`src/rtl/iq_pkg.sv`:
```
package iq_pkg;

  localparam int NUM_THREADS = 2;

  // Entries still owed to a thread before it reaches its guaranteed minimum.
  function automatic int reserve_owed(int rsv, int occ_thread);
    return (occ_thread >= rsv) ? 0 : (rsv - occ_thread);
  endfunction

  // A thread may insert only when free space exceeds what is held for the other thread.
  function automatic logic no_headroom(int free_slots, int owed_other);
    return (free_slots - owed_other) <= 0;
  endfunction

endpackage

```
`src/rtl/iq_select.sv`:
```
module iq_select #(
  parameter int N  = 10,
  localparam int IW = (N > 1) ? $clog2(N) : 1
) (
  input  logic [N-1:0]  req,
  output logic          found,
  output logic [IW-1:0] idx
);

  // Lowest index wins: the queue is kept compacted, so index order is age order.
  always_comb begin
    found = 1'b0;
    idx   = '0;
    for (int i = N - 1; i >= 0; i--) begin
      if (req[i]) begin
        found = 1'b1;
        idx   = IW'(i);
      end
    end
  end

endmodule

```
`src/rtl/iq_admit.sv`:
```
module iq_admit
  import iq_pkg::*;
#(
  parameter int DEPTH = 10,
  parameter int RSV   = 2,
  parameter int CW    = 4
) (
  input  logic               clk,
  input  logic               rst_n,
  input  logic [1:0][CW-1:0] occ,
  input  logic [1:0]         want,
  output logic [1:0]         full,
  output logic [1:0]         take,
  output logic               conflict
);

  int         free_slots;
  logic [1:0] tight;
  logic       pri;   // 0: thread 0 wins the next last-slot contest

  always_comb begin
    free_slots = DEPTH - int'(occ[0]) - int'(occ[1]);
    tight[0]   = no_headroom(free_slots, reserve_owed(RSV, int'(occ[1])));
    tight[1]   = no_headroom(free_slots, reserve_owed(RSV, int'(occ[0])));
    conflict   = (free_slots == 1) && !tight[0] && !tight[1] && (&want);
    full[0]    = tight[0] | (conflict & pri);
    full[1]    = tight[1] | (conflict & ~pri);
    take       = want & ~full;
  end

  always_ff @(posedge clk) begin
    if (!rst_n)        pri <= 1'b0;
    else if (conflict) pri <= ~pri;
  end

endmodule

```
`src/rtl/dual_thread_issue_queue.sv`:
```
module dual_thread_issue_queue
  import iq_pkg::*;
#(
  parameter int DEPTH = 10,
  parameter int RSV   = 2,
  parameter int TAG_W = 6
) (
  input  logic                       clk,
  input  logic                       rst_n,
  input  logic [1:0]                 ins_valid,
  input  logic [1:0][TAG_W-1:0]      ins_tag,
  input  logic [1:0][1:0][TAG_W-1:0] ins_src_tag,
  input  logic [1:0][1:0]            ins_src_rdy,
  input  logic                       wk_valid,
  input  logic [TAG_W-1:0]           wk_tag,
  output logic [1:0]                 full,
  output logic                       disp_valid,
  output logic [TAG_W-1:0]           disp_tag,
  output logic                       disp_thread
);

  localparam int CW = $clog2(DEPTH + 1);
  localparam int IW = (DEPTH > 1) ? $clog2(DEPTH) : 1;

  typedef struct packed {
    logic                  thr;
    logic [TAG_W-1:0]      tag;
    logic [1:0][TAG_W-1:0] stag;
    logic [1:0]            srdy;
  } ent_t;

  ent_t               q   [DEPTH];
  ent_t               q_n [DEPTH];
  logic [CW-1:0]      count, count_n;
  logic [DEPTH-1:0]   ent_ready;
  logic               disp_fire;
  logic [IW-1:0]      disp_idx;
  logic [1:0][CW-1:0] occ;
  logic [1:0]         take;
  logic               ins_conflict;

  function automatic logic [1:0] wake_bits(logic [1:0][TAG_W-1:0] st, logic [1:0] r,
                                           logic wv, logic [TAG_W-1:0] wt);
    logic [1:0] o;
    for (int s = 0; s < 2; s++) o[s] = r[s] | (wv && (st[s] == wt));
    return o;
  endfunction

  function automatic ent_t new_entry(logic t, logic [TAG_W-1:0] tg,
                                     logic [1:0][TAG_W-1:0] st, logic [1:0] r,
                                     logic wv, logic [TAG_W-1:0] wt);
    ent_t e;
    e.thr  = t;
    e.tag  = tg;
    e.stag = st;
    e.srdy = wake_bits(st, r, wv, wt);
    return e;
  endfunction

  // Occupancy per thread and candidate flags
  always_comb begin
    occ = '0;
    for (int i = 0; i < DEPTH; i++) begin
      if (CW'(i) < count) occ[q[i].thr] = occ[q[i].thr] + CW'(1);
    end
  end

  for (genvar g = 0; g < DEPTH; g++) begin : g_rdy
    assign ent_ready[g] = (CW'(g) < count) && (&q[g].srdy);
  end

  iq_select #(.N(DEPTH)) u_sel (
    .req   (ent_ready),
    .found (disp_fire),
    .idx   (disp_idx)
  );

  iq_admit #(.DEPTH(DEPTH), .RSV(RSV), .CW(CW)) u_adm (
    .clk      (clk),
    .rst_n    (rst_n),
    .occ      (occ),
    .want     (ins_valid),
    .full     (full),
    .take     (take),
    .conflict (ins_conflict)
  );

  assign disp_valid  = disp_fire;
  assign disp_tag    = q[disp_idx].tag;
  assign disp_thread = q[disp_idx].thr;

  // Next state: collapse the dispatched slot, apply wakeup, append arrivals
  always_comb begin
    logic [CW-1:0] base;
    logic [CW-1:0] slot_b;
    for (int i = 0; i < DEPTH; i++) begin
      if (disp_fire && (IW'(i) >= disp_idx)) begin
        if (i == DEPTH - 1) q_n[i] = '0;
        else                q_n[i] = q[(i + 1) % DEPTH];
      end else begin
        q_n[i] = q[i];
      end
      q_n[i].srdy = wake_bits(q_n[i].stag, q_n[i].srdy, wk_valid, wk_tag);
    end
    base   = count - CW'(disp_fire);
    slot_b = base + CW'(take[0]);
    if (take[0])
      q_n[IW'(base)] = new_entry(1'b0, ins_tag[0], ins_src_tag[0], ins_src_rdy[0],
                                 wk_valid, wk_tag);
    if (take[1])
      q_n[IW'(slot_b)] = new_entry(1'b1, ins_tag[1], ins_src_tag[1], ins_src_rdy[1],
                                   wk_valid, wk_tag);
    count_n = slot_b + CW'(take[1]);
  end

  always_ff @(posedge clk) begin
    if (!rst_n) begin
      count <= '0;
      for (int i = 0; i < DEPTH; i++) q[i] <= '0;
    end else begin
      count <= count_n;
      for (int i = 0; i < DEPTH; i++) q[i] <= q_n[i];
    end
  end

endmodule

```
`config.mk`:
```
export PLATFORM = sky130hd
export DESIGN_NAME = dual_thread_issue_queue
export DESIGN_NICKNAME = d
export VERILOG_FILES = /design/src/rtl/iq_pkg.sv /design/src/rtl/iq_select.sv /design/src/rtl/iq_admit.sv /design/src/rtl/dual_thread_issue_queue.sv
export SDC_FILE = /design/constraint.sdc
export NUM_CORES = 1
export LEC_CHECK = 0
export BUFFER_PORTS_ARGS = -buffer_cell sky130_fd_sc_hd__buf_2
export CAP_MARGIN = 20
export CORE_MARGIN = 3
export CORE_UTILIZATION = 43
export CTS_CLUSTER_DIAMETER = 200
export CTS_CLUSTER_SIZE = 30
export DETAILED_ROUTE_END_ITERATION = 12
export PLACE_DENSITY_LB_ADDON = 0.2
export SLEW_MARGIN = 40
export SYNTH_ARGS = -nofsm -noshare
export SYNTH_HDL_FRONTEND = slang
export SYNTH_SLANG_ARGS = --single-unit
```
`constraint.sdc`:
```
create_clock -name clk -period 15.3 [get_ports clk]
set_clock_uncertainty 0.15 [all_clocks]
set_input_delay 0.765 -clock clk [delete_from_list [all_inputs] [get_ports clk]]
set_output_delay 0.765 -clock clk [all_outputs]
set_load 0.03 [all_outputs]
```
== Word-level counts from Yosys, hierarchy flattened ==
Memories as Yosys holds them, arrays and structs flattened.
Index checks and enable logic that the tools add are counted.
Storage, ports and cells
  word-level logic and storage cells: 321
  memories kept: 1
  RAM bits: 210
  input bits: 51
  flip-flop bits (word level): 5
  output and inout port bits: 10
Operators by class
  reductions and logical operators: 72
  $add $sub $neg: 19
  magnitude comparators: 48
  bitwise logic cells: 44
  equal/unequal tests: 25
  multiplexer cells: 110
Memory list
  q: words 10, width 21, rd ports 11, clocked after memory_dff 0, wr ports 10, line dual_thread_issue_queue.sv:32  | ent_t q [DEPTH];
Operator list (number)
  $mux 21: 22
  $bwmux 210: 2
  $mux 210: 2
  $demux 21 s4: 2
  $mux 4: 39
  $eq 6x6->1: 24
  $mux 8: 10
  $bwmux 8: 9
  $le 32x1->1 const B: 2
  $mux 32: 2
  $sub 32x32->32: 2
  $logic_and 1x1->1: 59
  $add 4x1->4 const B: 10
  $demux 4 s1: 10
  $or 1x1->1: 36
  $eq 32x2->1 const B: 1
  $sub 32x5->32: 1
  $reduce_and 2->1: 11
  $lt 1x2->1 const B: 10
  $ge 3x4->1 const A: 4
  $lt 3x4->1 const A: 4
  $mux 1: 12
  $ge 1x1->1 const B: 10
  $ge 5x5->1 const B: 2
  other kinds (19): 32

== Longest topological paths before layout ==
Gate-level depths: netlist (run 1).
  word-level depth: 72
  depth in mapped cells: 71
  mapped depth without buffers: 68

== Cells and area by module ==
Synthesis (run 1) repeated with hierarchy kept, for this count alone.
Second synthesis, totals
  cells, all modules: 2290
  area, all modules: 18017.3 um^2
Modules (own cells, without submodules)
  dual_thread_issue_queue: times used 1, area each 16463.3 um^2, cells an instance 2098, seq. area each 4284.1 um^2
  iq_admit: times used 1, area each 1452.6 um^2, cells an instance 174, seq. area each 20.0 um^2
  iq_select: times used 1, area each 101.3 um^2, cells an instance 18, seq. area each 0.0 um^2

== Worst setup path after synthesis (run 1) ==
No wires, ideal clock.
  path kind: register to register
  start point: register count[2]
  end point: memory q[9][0] in the netlist's numbering
  required time: 15000 ps
  period minus slack after synthesis: 13024 ps
  buffers on the path: 3
  arrival: 12723 ps
  path slack: 2276 ps
  stages on the path, launching flop included: 66
  cell sequence: dfxtp_1 or3_1 buf_2 mux2_4 a21oi_1 ha_1 nor3_1 a211oi_1 a21oi_1 a21oi_1 ha_1 nor2b_1 a21oi_1 nand2_1 nand2_1 ha_1 and3_1 a211o_1 [30 not listed] a21o_1 a21o_1 a21oi_1 a211o_1 a31oi_1 or3_1 a2111oi_0 a31oi_1 nand2_1 a21oi_1 ha_1 ha_1 xnor2_1 nand2b_1 or4b_4 buf_6 nand2_1 o22ai_1
RTL lines
  from (decl): line dual_thread_issue_queue.sv:34  | logic [CW-1:0] count, count_n;
  from (signal assigned): line dual_thread_issue_queue.sv:121  | count <= count_n;
  to (decl): line dual_thread_issue_queue.sv:32

==> impl_metrics.env, run 1 <==
export IMPL_status="finished, final reports clean"
export IMPL_yosys_top_cells_area="dfxtp_1 (22%), mux2i_1 (12%), mux2_2 (7.7%)"
export IMPL_slowest_stage="or4b_4"
export IMPL_htreeDepth=1
export IMPL_start_util_pct=44.0
export IMPL_numCtsBuffers=11
export IMPL_viasPerCell=6.45
export IMPL_die_x_um=220
export IMPL_hold_violations=0
export IMPL_layout_nets=2535
export IMPL_drv_cap=0
export IMPL_synth_edf_count=0
export IMPL_post_route_drc_count=0
export IMPL_startpoint_type="flip-flop"
export IMPL_synth_top_cell_area_share_pct=22.0
export IMPL_end_kind="flip-flop"
export IMPL_drv_slew=0
export IMPL_path_max_fanout=13
export IMPL_ir_worst_vdd_mv=0.370
export IMPL_wl_per_cell_um=23.2
export IMPL_timing_hold_ws_ps=365
export IMPL_relSlewSlack_pct=42.9
export IMPL_grt_max_degree=66
export IMPL_fin_crit_sh_pct=94.0
export IMPL_routed_wl_mm=69.7
export IMPL_setup_viol_count_final=0
export IMPL_worst_r2r_cell_count=62
export IMPL_reg2reg_from="count[3]"
export IMPL_hold_class="reg -> reg"
export IMPL_cts_tree="done"
export IMPL_cts_sinks=215
export IMPL_num_io_pins=61
export IMPL_fmax_ghz=0.0695
export IMPL_rsz0062_at_grt="false"
export IMPL_tns_ps=0
export IMPL_coreArea_sq_um=44600
export IMPL_detail_route_antenna_nets=0
export IMPL_synth_most_common_cell="nand2_1"
export IMPL_portBuffers=60
export IMPL_synth_area_sq_um=19600
export IMPL_vias=19400
export IMPL_grt_pass1_wl_mm=107
export IMPL_cts_clk_slew_worst_paths_ps=130
export IMPL_tightest_slew_ps=851
export IMPL_drtIter0Drc=1616
export IMPL_avgSynthCellArea_sq_um=7.96
export IMPL_post_route_util_pct=46.7
export IMPL_grt_overflow=0
export IMPL_cp_required_ps=15510
export IMPL_p_leak_nw=8.99
export IMPL_setup_ws_ps=919
export IMPL_grt_antenna_before_repair=1
export IMPL_synth_ff_type="dfxtp_1"
export IMPL_yosysWarningCount=0
export IMPL_post_dp_hpwl_mm=50.4
export IMPL_track_usage_pct=27.6
export IMPL_power_density_nw_per_um2=269
export IMPL_grt_pass1_vias=18500
export IMPL_crit_path_max_incr_delay_ps=740
export IMPL_nFillCells=4400
export IMPL_rr_endpoint="q[9][15]"
export IMPL_synth_commonest_cells="nand2_1 (294), mux2i_1 (232), dfxtp_1 (215)"
export IMPL_report_power_total_w=0.00560
export IMPL_r2r_slack_ps=920
export IMPL_dr_pass1_iters=5
export IMPL_ys_seq_area_share_pct=22.0
export IMPL_period_minus_slack_ps=14380
export IMPL_arrival_ps=14590
export IMPL_async_reset_ff_share_pct=0
export IMPL_floorplan_rows=77
export IMPL_cts_root_buffer_cell="clkbuf_16"
export IMPL_routabilityCongestion=0.933
export IMPL_diodes=0
export IMPL_cp_endpoint="q[9][15]"
export IMPL_cts_buffer_depth=3
export IMPL_synth_top_area_cell="dfxtp_1"
export IMPL_area_growth_pct=6.25
export IMPL_clock_latency_ps=490
export IMPL_die_y_um=220
export IMPL_yosysUniqueCellTypes=98
export IMPL_drive_above_1_share_pct=14.3
export IMPL_startpoint="count[3]"
export IMPL_syn_inst=2463
export IMPL_ys_ff_latch=215
export IMPL_crit_top_cell="ha_1"
export IMPL_place_ws_ps=314
export IMPL_die_area_sq_um=48200
export IMPL_path_class="reg -> reg"
## worst min path at each step
stage,slack [ps],startpoint,end,depth (start not counted)
after floorplan,320,q[9][17],q[9][17],2
after global placement,340,q[9][16],q[9][16],2
after detailed placement,350,q[9][5],q[9][5],2
after CTS,370,q[9][5],q[9][5],2
after global routing,390,q[9][16],q[9][16],2
final,370,q[9][5],q[9][5],2
## cell type report
class	count	area [sq um]	area share (%)
multi-input combinational	2001	14400	69.3
tap	592	741	3.56
sequential	215	4310	20.7
clock buffer	11	275	1.32
timing repair buffer	128	826	3.96
clock inverter	1	30.0	0.144
inverter	58	218	1.05
## state kept, by name, summed over array words and instances, names as in the netlist
register	count
q	210
u_adm.pri	1
count	4
## cell families after synthesis
family / after synthesis / share of synthesized area (%)
AND/OR/NAND/NOR: 711 / 17.4
AO/OA/AOI/OAI: 658 / 21.9
multiplexers: 375 / 20.1
buffers and inverters: 250 / 5.46
flip-flops: 215 / 22.0
XOR/XNOR: 184 / 8.58
adder cells (fa/ha/maj): 69 / 4.52
other: 1 / 0.0191
## per-layer routing
metal | wire length [um] | up-vias | GRT usage, %
met1 | 31000 | 9462 | 37.1
met2 | 32200 | 758 | 46.4
li1 | - | 9015 | -
met3 | 3600 | 152 | 1.75
met5 | 13 | - | 0
met4 | 2900 | 2 | 10.5
## layout by cell type (no fill, tap or decap), types with 19 or more instances in the layout
master      n
nand2_1   290
mux2i_1   232
dfxtp_1   214
o22ai_1   190
mux2_2    134
xnor2_1   124
nor2_1    109
o21ai_0    92
a21oi_1    92
nand3_1    70
buf_4      68
ha_1       64
buf_2      59
inv_1      55
xor2_1     51
nor3_1     40
a31oi_1    39
o211ai_1   37
nand4_1    30
a21o_1     27
nand2b_1   23
o21ai_1    22
o21a_1     20
and3_1     19
## where the power goes
part / internal, W / switching, W
clock network: 0.000135 / 0.000199
registers: 0.000646 / 0.0000596
logic: 0.00183 / 0.00274
## what timing repair did
action / CTS / global route
hold buffers: 0 / 0
resized for setup: 0 / 26
setup buffers: 0 / 1
setup endpoints to repair: 0 / 214
## worst max-delay path: cells and delay by family, from the launching register on
kind,cells,cell delay [ps]
muxes,2,470
AOI/OAI and AO/OA,21,4150
adders and majority gates,14,4510
buffers and inverters,2,110
and+or+nand+nor,23,4510
DFF,1,340
## stage by stage
stage	cells	cell area (sq um)
after floorplan	2464	19600
after global placement	2991	20300
after detailed placement	2991	20400
after CTS	3003	20700
after global routing	3006	20800
final	3006	20800
No activity file was read; power rests on OpenSTA's default activity.
==> inputs of run 2 (changes only) <==
==> constraint.sdc (replaced) <==
create_clock -name clk -period 15.3 [get_ports clk]
set_clock_uncertainty 0.15 [all_clocks]
set_input_delay 3.06 -clock clk [delete_from_list [all_inputs] [get_ports clk]]
set_output_delay 3.06 -clock clk [all_outputs]
set_load 0.03 [all_outputs]
==> run 2 against run 1 <==
Net effect: maximum frequency down 4.1%; sequential cell count unchanged; first-iteration DRC count up 2.1%; wire length up 2.8%; die area unchanged; critical path depth down 8; via count up 0.12%; critical path type is now reg -> out; largest cell class unchanged.
==> impl_metrics.env, run 2 (synthesis gave the netlist of run 1 again) <==
export IMPL_clock_latency_ps=490
export IMPL_hold_class="reg -> reg"
export IMPL_status="finished, final reports clean"
export IMPL_path_class="reg -> out"
export IMPL_viasPerCell=6.34
export IMPL_start_util_pct=44.0
export IMPL_wl_per_cell_um=23.4
export IMPL_grt_pass1_wl_mm=109
export IMPL_coreArea_sq_um=44600
export IMPL_top_register="q"
export IMPL_drive_above_1_share_pct=20.6
export IMPL_path_buf_inv=5
export IMPL_routed_wl_mm=71.6
export IMPL_nFillCells=4414
export IMPL_floorplan_rows=77
export IMPL_layout_common_cells="nand2_1 (279), mux2i_1 (231), dfxtp_1 (213), o22ai_1 (190), mux2_2 (134)"
export IMPL_grt_pass1_vias=18500
export IMPL_cts_root_buffer_cell="clkbuf_16"
export IMPL_worst_r2r_cell_count=61
export IMPL_numCtsBuffers=11
export IMPL_area_growth_pct=12.3
export IMPL_detail_route_antenna_nets=0
export IMPL_r2r_slack_ps=1730
export IMPL_num_io_pins=61
export IMPL_crit_path_max_incr_delay_ps=420
export IMPL_cts_buffer_depth=3
export IMPL_arrival_ps=11780
export IMPL_vias=19400
export IMPL_fin_crit_sh_pct=98.0
export IMPL_die_y_um=220
export IMPL_diodes=0
export IMPL_track_usage_pct=28.4
export IMPL_cts_tree="done"
export IMPL_cp_required_ps=12090
export IMPL_largest_reg_flops=210
export IMPL_grt_max_degree=66
export IMPL_startpoint_type="flip-flop"
export IMPL_final_area_sq_um=22000
export IMPL_crit_family="compound AO/OA/AOI/OAI gates"
export IMPL_drv_slew=0
export IMPL_portBuffers=60
export IMPL_whs_endpoint="q[9][9]"
export IMPL_dr_pass1_iters=6
export IMPL_cts_sinks=215
export IMPL_setup_viol_count_final=0
export IMPL_die_x_um=220
export IMPL_relSlewSlack_pct=38.2
export IMPL_place_area_sq_um=20600
export IMPL_rr_endpoint="q[8][3]"
export IMPL_end_kind="output port"
export IMPL_tns_ps=0
export IMPL_htreeDepth=1
export IMPL_post_dp_hpwl_mm=50.8
export IMPL_drtIter0Drc=1650
export IMPL_grt_antenna_before_repair=0
export IMPL_hold_violations=0
export IMPL_mostFrequentLayoutCell="nand2_1"
export IMPL_hp_start="q[9][9]"
export IMPL_min_path_cells=2
export IMPL_drv_cap=0
export IMPL_reg2reg_from="count[1]"
export IMPL_grt_overflow=0
export IMPL_tightest_slew_ps=919
export IMPL_slowest_stage="or3_4"
export IMPL_layout_nets=2593
export IMPL_die_area_sq_um=48200
export IMPL_post_route_drc_count=0
export IMPL_crit_top_cell="ha_4"
export IMPL_path_max_fanout=5
export IMPL_cts_clk_slew_worst_paths_ps=120
export IMPL_routabilityCongestion=0.933
export IMPL_fmax_ghz=0.0667
export IMPL_reg_top3="q: 210 flops, count: 4 flops, u_adm.pri: 1 flops"
export IMPL_period_minus_slack_ps=14990
==> run 2: cell count changes in the layout (fill, tap and decap cells not counted), moves of 12 or more <==
cell	change
nand2_2	+12
ha_4	+19
ha_1	-22
buf_4	+51
a21oi_1	-14
==> run 2: worst max-delay path by stage <==
stage	from	to	slack, ps	cells past startpoint
floorplan	count[2]	full[1]	680	57
global placement	count[3]	full[1]	-210	58
detailed placement	count[3]	full[1]	-250	58
CTS	count[3]	full[1]	7	58
global route	count[1]	full[1]	-160	58
finish	count[1]	full[1]	310	54
==> run 2: worst reg2reg max path, delay by kind of cell (launching register included) <==
| kind | cells | cell delay [ps] |
|---|---|---|
| compound gates | 20 | 4160 |
| simple gates | 19 | 3690 |
| fa+ha+maj | 13 | 3480 |
| buf+inv | 5 | 860 |
| mux | 2 | 450 |
| xor+xnor | 2 | 350 |
| flops | 1 | 340 |
==> run 2: timing repair <==
action                     CTS  global route
setup endpoints to repair    2             2
hold buffers                 0             0
hold endpoints to repair     0             0
buffers inserted             6            26
pin swaps                    9            61
resized for setup           58           112
==> run 2: final cells by class <==
cell class	count	area (sq um)	area share (%)
clock buffers	11	275	1.25
clock inverters	1	30.0	0.136
inverters	58	224	1.02
multi-input cells	1999	15100	68.6
flip-flops and latches	215	4310	19.6
well taps	592	741	3.36
repair buffers	188	1350	6.11
==> run 2: routing by layer <==
layer | global-route usage, % | routed length (um) | vias to the layer above
met2 | 48.0 | 33800 | 643
met1 | 37.9 | 31400 | 9525
met4 | 11.0 | 2960 | 0
met5 | 0 | 0 | -
li1 | - | - | 9118
met3 | 2.03 | 3470 | 127
==> run 2: metrics by stage <==
step,std cells,hold WS (ps),setup WS [ps],util (%)
final,3064,364,311,49.4
after global routing,3064,392,-157,49.4
after CTS,3039,364,6.58,47.6
after detailed placement,3021,344,-245,46.1
after global placement,3021,338,-207,46.1
after floorplan,2464,321,681,-
Power of run 2 is not shown: default switching activity piles up to over one toggle a cycle in this logic, so the estimate is an artifact.
==> inputs of run 3 (changes only) <==
- ABC_AREA: default -> 1
- SYNTH_HIERARCHICAL: default -> 1
- clock period: 15.3 -> 19.3 ns (I/O delays scaled with it)
==> run 3 against run 2 <==
Net effect: synthesized area shrank 11%; die area shrank 11%; non-clock buffer count down 90; hold slack gained 19 ps.
==> impl_metrics.env, run 3 <==
export IMPL_post_cts_buffers=0
export IMPL_period_minus_slack_ps=14580
export IMPL_tns_ps=0
export IMPL_hold_buffers=0
export IMPL_arrival_ps=10570
export IMPL_cts_resized=0
export IMPL_end_kind="output port"
export IMPL_viasPerCell=5.97
export IMPL_startpoint_type="flip-flop"
export IMPL_hold_class="reg -> reg"
export IMPL_reg2reg_from="count[3]"
export IMPL_mostFrequentLayoutCell="nand2_1"
export IMPL_r2r_slack_ps=6270
export IMPL_start_util_pct=44.2
export IMPL_setup_viol_count_final=0
export IMPL_ys_ff_latch=215
export IMPL_nFillCells=4234
export IMPL_dr_pass1_iters=8
export IMPL_drv_cap=0
export IMPL_grt_overflow=0
export IMPL_synth_area_sq_um=17400
export IMPL_p_leak_nw=7.59
export IMPL_yosys_top_cells_area="dfxtp_1 (25%), o21ai_0 (15%), nand2_1 (14%)"
export IMPL_syn_inst=2805
export IMPL_startpoint="count[3]"
export IMPL_cts_sinks=215
export IMPL_cts_clk_slew_worst_paths_ps=140
export IMPL_cp_endpoint="full[0]"
export IMPL_track_usage_pct=30.6
export IMPL_crit_path_max_incr_delay_ps=620
export IMPL_numCtsBuffers=11
export IMPL_status="finished, final reports clean"
export IMPL_crit_top_cell="nand2_1"
export IMPL_power_density_nw_per_um2=154
export IMPL_rr_endpoint="q[5][14]"
export IMPL_floorplan_rows=72
export IMPL_relSlewSlack_pct=41.4
export IMPL_grt_antenna_before_repair=10
export IMPL_num_io_pins=61
export IMPL_yosys_area_share_simple_pct=24.6
export IMPL_timing_hold_ws_ps=383
export IMPL_fin_crit_sh_pct=75.6
export IMPL_routed_wl_mm=67.0
export IMPL_area_growth_pct=5.46
export IMPL_htreeDepth=1
export IMPL_cts_tree="done"
export IMPL_coreArea_sq_um=39300
export IMPL_synth_compound_area_share_pct=31.0
export IMPL_ir_worst_vdd_mv=0.148
export IMPL_slowest_stage="dfxtp_1"
export IMPL_cts_buffer_depth=3
export IMPL_clock_latency_ps=510
export IMPL_drive_above_1_share_pct=7.45
export IMPL_largest_reg_flops=210
export IMPL_die_y_um=207
export IMPL_hold_violations=0
export IMPL_die_x_um=207
export IMPL_grt_pass1_vias=18200
export IMPL_portBuffers=60
export IMPL_ys_seq_area_share_pct=24.8
export IMPL_synth_ff_type="dfxtp_1"
export IMPL_drv_slew=0
export IMPL_yosysUniqueCellTypes=54
export IMPL_routabilityCongestion=0.942
export IMPL_worst_r2r_cell_count=81
export IMPL_synth_edf_count=0
export IMPL_cp_required_ps=15290
export IMPL_synth_top_cell_area_share_pct=24.8
export IMPL_synthXorXnorAreaFrac_pct=4.21
export IMPL_synthAdderAreaFrac_pct=4.64
export IMPL_yosysWarningCount=6
export IMPL_synth_most_common_cell="nand2_1"
export IMPL_cts_root_buffer_cell="clkbuf_16"
export IMPL_grt_pass1_wl_mm=102
export IMPL_grt_max_degree=119
export IMPL_detail_route_antenna_nets=0
export IMPL_path_max_fanout=8
export IMPL_synth_mux_area_share_pct=0.699
export IMPL_multi_input_area_sq_um=11400
export IMPL_tightest_slew_ps=876
export IMPL_top_register="q"
export IMPL_reg_top3="q: 210 flops, count: 4 flops, u_adm/pri: 1 flops"
export IMPL_post_route_drc_count=0
export IMPL_fmax_ghz=0.0686
export IMPL_layout_nets=2844
export IMPL_vias=19500
export IMPL_synth_top_family_by_area="compound AO/OA/AOI/OAI gates"
export IMPL_synth_commonest_cells="nand2_1 (640), o21ai_0 (522), inv_1 (270)"
export IMPL_wl_per_cell_um=20.5
export IMPL_async_reset_ff_share_pct=0
export IMPL_die_area_sq_um=42800
export IMPL_avgSynthCellArea_sq_um=6.19
export IMPL_regArea_sq_um=4300
export IMPL_layout_common_cells="nand2_1 (638), o21ai_0 (521), inv_1 (265), a21oi_1 (264), dfxtp_1 (215)"
export IMPL_synth_top_area_cell="dfxtp_1"
export IMPL_path_class="reg -> out"
export IMPL_hp_start="u_adm/pri"
export IMPL_post_dp_hpwl_mm=46.7
export IMPL_drtIter0Drc=2004
export IMPL_rsz0062_at_grt="false"
==> run 3: cell types whose count changed in the layout (fill, tap and decap cells not counted), sizes merged, moves of 55 or more <==
cell   before  now
xnor2     129   15
a21oi      94  268
nor2      114  169
mux2      143    1
buf       188   98
mux2i     232   11
nand2     295  660
o21ai     117  540
o22ai     190   29
inv        54  280
==> run 3: critical path: cells and delay by family (launching register included) <==
| family | cells | cell delay [ps] |
|---|---|---|
| compound gates | 12 | 1630 |
| xor+xnor | 2 | 410 |
| fa+ha+maj | 10 | 3120 |
| buf+inv | 9 | 730 |
| flops | 1 | 620 |
| mux | 2 | 380 |
| simple gates | 35 | 3170 |
==> run 3: cell families after synthesis <==
group | count (synthesis)
flip-flops | 215
buffers and inverters | 467
multiplexers | 12
AND/OR/NAND/NOR | 1001
AO/OA/AOI/OAI | 975
XOR/XNOR | 81
other | 1
adder cells (fa/ha/maj) | 53
==> run 3: worst min path at each step <==
stage	endpoint	slack, ps	depth (start not counted)
2_1_floorplan	u_adm/pri	330	2
3_3_place_gp	u_adm/pri	350	2
3_5_place_dp	u_adm/pri	360	2
4_1_cts	u_adm/pri	390	2
5_1_grt	u_adm/pri	410	2
6_report	u_adm/pri	380	2
==> run 3: where the power goes <==
group	internal [W]	switching [W]	leakage [nW]
combinational	0.000671	0.00130	5.71
sequential	0.000529	0.0000458	1.74
clock	0.000107	0.000167	0.147
==> run 3: routing by layer <==
metal  up-vias  wire length [um]  global-route usage [%]
met5         -                10                       0
met4         2              3380                    15.5
met3       208              5890                    5.38
met2       959             30500                    50.5
met1      9006             27200                    38.4
li1       9330                 -                       -
==> run 3: per-stage QoR <==
step	setup WS (ps)	std cells	area (sq um)	total power, W	util [%]
2_1_floorplan	6520	2806	17400	0.00204	-
3_3_place_gp	5850	3245	18000	0.00249	45.8
3_5_place_dp	5370	3245	18000	0.00254	45.8
4_1_cts	4780	3257	18300	0.00282	46.6
5_1_grt	3710	3265	18300	0.00314	46.6
6_report	4720	3265	18300	0.00283	46.6
==> run 3: final cells by class <==
| class | instances | area share, % |
|---|---|---|
| clock buffer | 11 | 1.50 |
| inverter | 290 | 5.96 |
| tap | 518 | 3.54 |
| sequential | 215 | 23.5 |
| timing repair buffer | 98 | 3.23 |
| multi-input combinational | 2124 | 62.0 |
| clock inverter | 1 | 0.164 |
| antenna | 8 | 0.109 |
